File: src/rtl/evt_ring_pkg.sv
package evt_ring_pkg;
  localparam int REC_BYTES = 16;
  localparam int REC_SHIFT = $clog2(REC_BYTES);

  typedef enum logic [3:0] {
    ST_DONE  = 4'd1,
    ST_ERROR = 4'd4
  } cpl_status_e;

  typedef struct packed {
    logic [3:0]  code;
    logic [3:0]  info;
    logic [23:0] rsvd;
  } rec_word0_t;
endpackage

File: src/rtl/evt_ring_ptr.sv
module evt_ring_ptr
  import evt_ring_pkg::*;
#(
  parameter int OFS_W = 16
) (
  input  logic             clk,
  input  logic             rst_n,
  input  logic [OFS_W-1:0] ring_len,
  input  logic             adv,
  input  logic             db_valid,
  input  logic [OFS_W-1:0] db_offset,
  output logic [OFS_W-1:0] wr_off,
  output logic             room
);
  logic [OFS_W-1:0] rd_off;
  logic [OFS_W-1:0] nxt_off;
  logic [OFS_W:0]   sum;
  logic             db_ok;

  always_comb begin
    sum     = {1'b0, wr_off} + (OFS_W+1)'(REC_BYTES);
    nxt_off = (sum >= {1'b0, ring_len}) ? '0 : sum[OFS_W-1:0];
    room    = (nxt_off != rd_off);
    db_ok   = (db_offset[REC_SHIFT-1:0] == '0) && (db_offset < ring_len);
  end

  always_ff @(posedge clk) begin
    if (!rst_n) begin
      wr_off <= '0;
      rd_off <= '0;
    end else begin
      if (adv) wr_off <= nxt_off;
      if (db_valid && db_ok) rd_off <= db_offset;
    end
  end

  assert_align_R10: assert property (@(posedge clk) disable iff (!rst_n)
    (wr_off[REC_SHIFT-1:0] == '0) && (wr_off < ring_len));

  assert_advance_R4: assert property (@(posedge clk) disable iff (!rst_n)
    adv |=> (wr_off == '0) || (wr_off == $past(wr_off) + OFS_W'(REC_BYTES)));

  assert_hold_R4: assert property (@(posedge clk) disable iff (!rst_n)
    !adv |=> $stable(wr_off));

  assert_bad_db_R7: assert property (@(posedge clk) disable iff (!rst_n)
    (db_valid && (db_offset[REC_SHIFT-1:0] != '0)) |=> $stable(rd_off));
endmodule

File: src/rtl/evt_rec_fmt.sv
module evt_rec_fmt
  import evt_ring_pkg::*;
#(
  parameter int REC_W = 128
) (
  input  logic [3:0]       code,
  input  logic [3:0]       info,
  output logic [REC_W-1:0] rec
);
  rec_word0_t w0;

  always_comb begin
    w0.code   = code;
    w0.info   = info;
    w0.rsvd   = '0;
    rec       = '0;
    rec[31:0] = w0;
  end
endmodule

File: src/rtl/evt_ring_writer.sv
module evt_ring_writer
  import evt_ring_pkg::*;
#(
  parameter int OFS_W = 16,
  parameter int REC_W = REC_BYTES * 8
) (
  input  logic             clk,
  input  logic             rst_n,
  input  logic [OFS_W-1:0] ring_len,
  input  logic             cpl_valid,
  output logic             cpl_ready,
  input  logic [3:0]       cpl_code,
  input  logic [3:0]       cpl_info,
  input  logic             db_valid,
  input  logic [OFS_W-1:0] db_offset,
  output logic [OFS_W-1:0] wr_offset,
  output logic             mem_we,
  output logic [OFS_W-1:0] mem_addr,
  output logic [REC_W-1:0] mem_wdata,
  output logic             eob_pulse
);
  logic             take;
  logic [REC_W-1:0] rec;

  assign take = cpl_valid && cpl_ready;

  evt_ring_ptr #(.OFS_W(OFS_W)) u_ptr (
    .clk      (clk),
    .rst_n    (rst_n),
    .ring_len (ring_len),
    .adv      (take),
    .db_valid (db_valid),
    .db_offset(db_offset),
    .wr_off   (wr_offset),
    .room     (cpl_ready)
  );

  evt_rec_fmt #(.REC_W(REC_W)) u_fmt (
    .code(cpl_code),
    .info(cpl_info),
    .rec (rec)
  );

  always_ff @(posedge clk) begin
    if (!rst_n) begin
      mem_we    <= 1'b0;
      eob_pulse <= 1'b0;
      mem_addr  <= '0;
      mem_wdata <= '0;
    end else begin
      mem_we    <= take;
      eob_pulse <= take;
      if (take) begin
        mem_addr  <= wr_offset;
        mem_wdata <= rec;
      end
    end
  end

  assert_addr_R2: assert property (@(posedge clk) disable iff (!rst_n)
    mem_we |-> (mem_addr == $past(wr_offset)));

  assert_eob_R8: assert property (@(posedge clk) disable iff (!rst_n)
    eob_pulse == mem_we);

  assert_no_write_full_R5: assert property (@(posedge clk) disable iff (!rst_n)
    (cpl_valid && !cpl_ready) |=> !mem_we && $stable(wr_offset));

  assert_fields_R3: assert property (@(posedge clk) disable iff (!rst_n)
    mem_we |-> (mem_wdata[31:24] == $past({cpl_code, cpl_info})) && (mem_wdata[23:0] == '0));
endmodule

File: config.mk
export PLATFORM = sky130hd
export DESIGN_NAME = evt_ring_writer
export DESIGN_NICKNAME = d
export VERILOG_FILES = /design/src/rtl/evt_ring_pkg.sv /design/src/rtl/evt_ring_ptr.sv /design/src/rtl/evt_rec_fmt.sv /design/src/rtl/evt_ring_writer.sv
export SDC_FILE = /design/constraint.sdc
export NUM_CORES = 1
export LEC_CHECK = 0
export ABC_AREA = 1
export BUFFER_PORTS_ARGS = -buffer_cell sky130_fd_sc_hd__buf_2
export CORE_MARGIN = 3
export CORE_UTILIZATION = 40
export DETAILED_ROUTE_END_ITERATION = 16
export GPL_TIMING_DRIVEN = 0
export HOLD_SLACK_MARGIN = 0.08
export PLACE_DENSITY = 0.69
export SETUP_SLACK_MARGIN = 0.3
export SYNTH_ARGS = -nofsm -noshare
export SYNTH_HDL_FRONTEND = slang
export SYNTH_SLANG_ARGS = --single-unit
File: constraint.sdc
create_clock -name clk -period 2.8 [get_ports clk]
set_input_delay 0.14 -clock clk [delete_from_list [all_inputs] [get_ports clk]]
set_output_delay 0.14 -clock clk [all_outputs]
set_load 0.01 [all_outputs]
==> impl_metrics.tcl <==
set metrics [dict create \
    netlist_area_before_placement_um2 4570 \
    drc 0 \
    synthTopCellsByArea "dfxtp_1 (25%), buf_4 (20%), nand2_1 (9.8%), ha_1 (8.8%), a21oi_1 (6.3%)" \
    initial_utilization_pct 41.6 \
    clock_sinks 57 \
    detailedRoute.firstPassIterationCount 4 \
    grt_setup_unrepaired "yes" \
    port_buffers 84 \
    synthToLayoutAreaGrowth_pct 43.7 \
    layout_common_cells "buf_4 (141), conb_1 (120), nand2_1 (111)" \
    final_common_cell "buf_4" \
    post-place-cells 1015 \
    worst_ep_arrival_time_ns 3.30 \
    pwr-share-clk_pct 36.8 \
    failed_checks "negative setup slack" \
    floorplan.core_area_um2 11000 \
    cts_root_buffer "clkbuf_16" \
    synth_largest_type_area_fraction_pct 25.0 \
    power.ir.vdd_worst_mv 0.352 \
    placed_cell_area_um2 5740 \
    routedWlPerCell_um 12.0 \
    combinationalPowerShare_pct 32.9 \
    report.power.total_mw 3.08 \
    drt_wl_total_um 12600 \
    cts_made_buffers 9 \
    pin_count 207 \
    finish.net_count 985 \
    highest_clock_frequency_the_design_can_meet_ghz 0.291 \
    power.sequential.fraction_pct 30.3 \
    detail-route-antenna-nets 0 \
    critical_path_required_ns 2.66 \
    ys_ff_latch 57 \
    worst-slew-pin-transition_ns 0.709 \
    outcome "finished with violations" \
    initial_antenna_violation_count 0 \
    endpoint_kind "output pin" \
    yosysTopAreaCell "dfxtp_1" \
    net_switching_share_of_the_total_power_pct 32.3 \
    globalplace.congestion 0.911 \
    cp_slowest_stage_delay_ns 0.38 \
    slowest_stage "dfxtp_4" \
    path_delay_family "simple AND/OR/NAND/NOR gates" \
    insertion_delay_ns 0.33 \
    routed-via-count 4532 \
    cp_num_buf_inv 5 \
    number_of_hold_violations_in_the_final_report 0 \
    grt_start_max_net_pins 11 \
    worst-setup-path-type "reg2out" \
    grt_use_total_pct 18.9 \
    instances_no_fill 1054 \
    hp-class "in2reg" \
    fp.dieH_um 113 \
    synth_sequential_area_ratio_pct 25.0 \
    setup_slack_ns -0.637 \
    preCtsSetupSlack_ns -0.840 \
    ctsHtreeMaxLevel 3 \
    hold_buffers 0 \
    clock_tree_from_tritoncts "done" \
    detail_route.vias_per_cell 4.30 \
    first_global_vias 3948 \
    hpwl_um 9900 \
    p_leak_nw 3.61 \
    maxCapViolations 0 \
    cts.path.max_buffers 2 \
    grt_first_pass_wirelength_um 19600 \
    synth.lib_cells_used.distinct 25 \
    power.internal_mw 2.09 \
    setup_viol_count_final 42 \
    crit_path_start_kind "flop" \
    final_max_slew_viol_count 0 \
    overflow 0 \
    core.rowCount 38 \
    final_design_area_no_fill_um2 6570 \
    synthCells 672 \
    fin_skew_ns 0.00776 \
    critical_path.max_fanout 7 \
    clk_pin_slew_worst_paths_ns 0.05 \
    diodes 0 \
    x_dimension_of_the_die_um 113 \
    post_route_cells_drive_above_1_share_pct 37.3 \
    power.density_cell_area_nw_per_um2 469 \
    die_area_um2 12800 \
    yosys_warnings 0 \
    synth_area_per_cell_um2 6.81 \
    share_of_the_clock_period_used_by_the_worst_path_after_layout_pct 123 \
    drtIter0Drc 213 \
    slew_hr_pct 52.7 \
    path_cells "ha_4, nand3_4, inv_4, nand2_4, nor2_4, xor2_2, buf_6, ha_4, a21oi_2, o21ai_2, a21oi_4, buf_6, nand3_4, nand2_1, nand2_1, nor2_2, nand2_1, nor2_2, nand2_4, buf_8, buf_6" \
    netSwitchingPower_mw 0.994 \
    min_period_ns 3.44 \
]
-- flip-flops by register name, indices dropped and copies added (netlist names) --
register and count:
eob_pulse 1, u_ptr.wr_off 16, mem_addr 16, u_ptr.rd_off 16
mem_wdata 8
-- worst register-to-register path, stage by stage (launching register included) --
cell and delay [ns]:
dfxtp_4 0.38, ha_4 0.15, nand3_4 0.09, inv_4 0.10
nand2_4 0.08, nor2_4 0.11, xor2_2 0.15, buf_6 0.14
ha_4 0.23, a21oi_2 0.16, o21ai_2 0.10, a21oi_4 0.28
buf_6 0.19, nand3_4 0.07, nand2_1 0.07, nand2_1 0.06
nor2_2 0.08, nand2_1 0.06, nor2_2 0.15, nand2_4 0.09
buf_6 0.16, buf_6 0.15, nand3_1 0.07, nand2_1 0.08
nor2_1 0.14
-- what timing repair did --
item                       CTS  global route
gates cloned                 1             0
gates resized for setup     25            53
setup buffers               12            10
setup endpoints to repair   42            42
pin swaps                   12            25
-- power by group through the flow --
stage	combinational (mW)	sequential [mW]	clock [mW]
after floorplan	0.627	0.962	0
after global placement	0.854	0.941	0
after detailed placement	0.860	0.942	0
after CTS	0.928	0.926	1.14
after global routing	1.13	0.941	1.18
final	1.01	0.934	1.13
-- final cells by class --
class	count	area [um^2]
sequential	57	1160
buffer	149	1100
clock buffer	13	303
inverter	67	258
tap	140	175
multi-input combinational	518	2940
clock inverter	3	17.5
timing repair buffer	107	612
fill	1058	4410
-- cell families after synthesis --
family	count (synthesis)	share of synthesized area [%]
flops	57	25.0
buf+inv	216	28.8
fa+ha+maj	32	8.76
simple gates	279	26.9
other cells	1	0.0820
compound gates	79	9.03
xor+xnor	8	1.53
-- metal layers --
| metal | GRT usage [%] | up-vias | wire length (um) |
|---|---|---|---|
| li1 | - | 2402 | - |
| met1 | 25.1 | 1931 | 5410 |
| met2 | 30.3 | 183 | 5980 |
| met3 | 4.55 | 16 | 1030 |
| met4 | 5.93 | 0 | 198 |
| met5 | 0 | - | 0 |
-- Yosys cell counts --
cell,number
xor2_1,8
nor2_1,69
nor4_1,2
a21oi_4,1
conb_1,1
a21oi_1,58
buf_2,7
clkbuf_1,8
nor3_1,2
nand4_1,24
nand2_2,2
buf_4,124
a2111oi_0,1
nand3b_1,14
inv_2,3
buf_1,6
ha_1,32
o21ai_0,16
nand3_1,46
a21o_1,1
nand2_1,120
buf_6,4
dfxtp_1,57
inv_1,64
o21ai_1,2
-- stage by stage --
| step | util (%) | hold WS [ns] | setup TNS (ns) |
|---|---|---|---|
| CTS | 57.2 | 0.115 | -24.78 |
| global placement | 52.3 | 0.445 | -32.57 |
| global route | 59.8 | 0.140 | -34.07 |
| finish | 59.8 | 0.115 | -21.70 |
| detailed placement | 52.3 | 0.447 | -33.32 |
| floorplan | - | 0.333 | -7.58 |
-- worst paths after layout --
kind                   start               end  slack [ns]  cells past startpoint
max          u_ptr.wr_off[4]         cpl_ready       -0.64                     21
min              cpl_info[3]     mem_wdata[27]        0.12                      4
max reg2reg  u_ptr.wr_off[4]  u_ptr.wr_off[12]       -0.61                     24
min reg2reg  u_ptr.rd_off[3]   u_ptr.rd_off[3]        0.45                      2
Note: power is estimated with default switching activity, not from simulation.
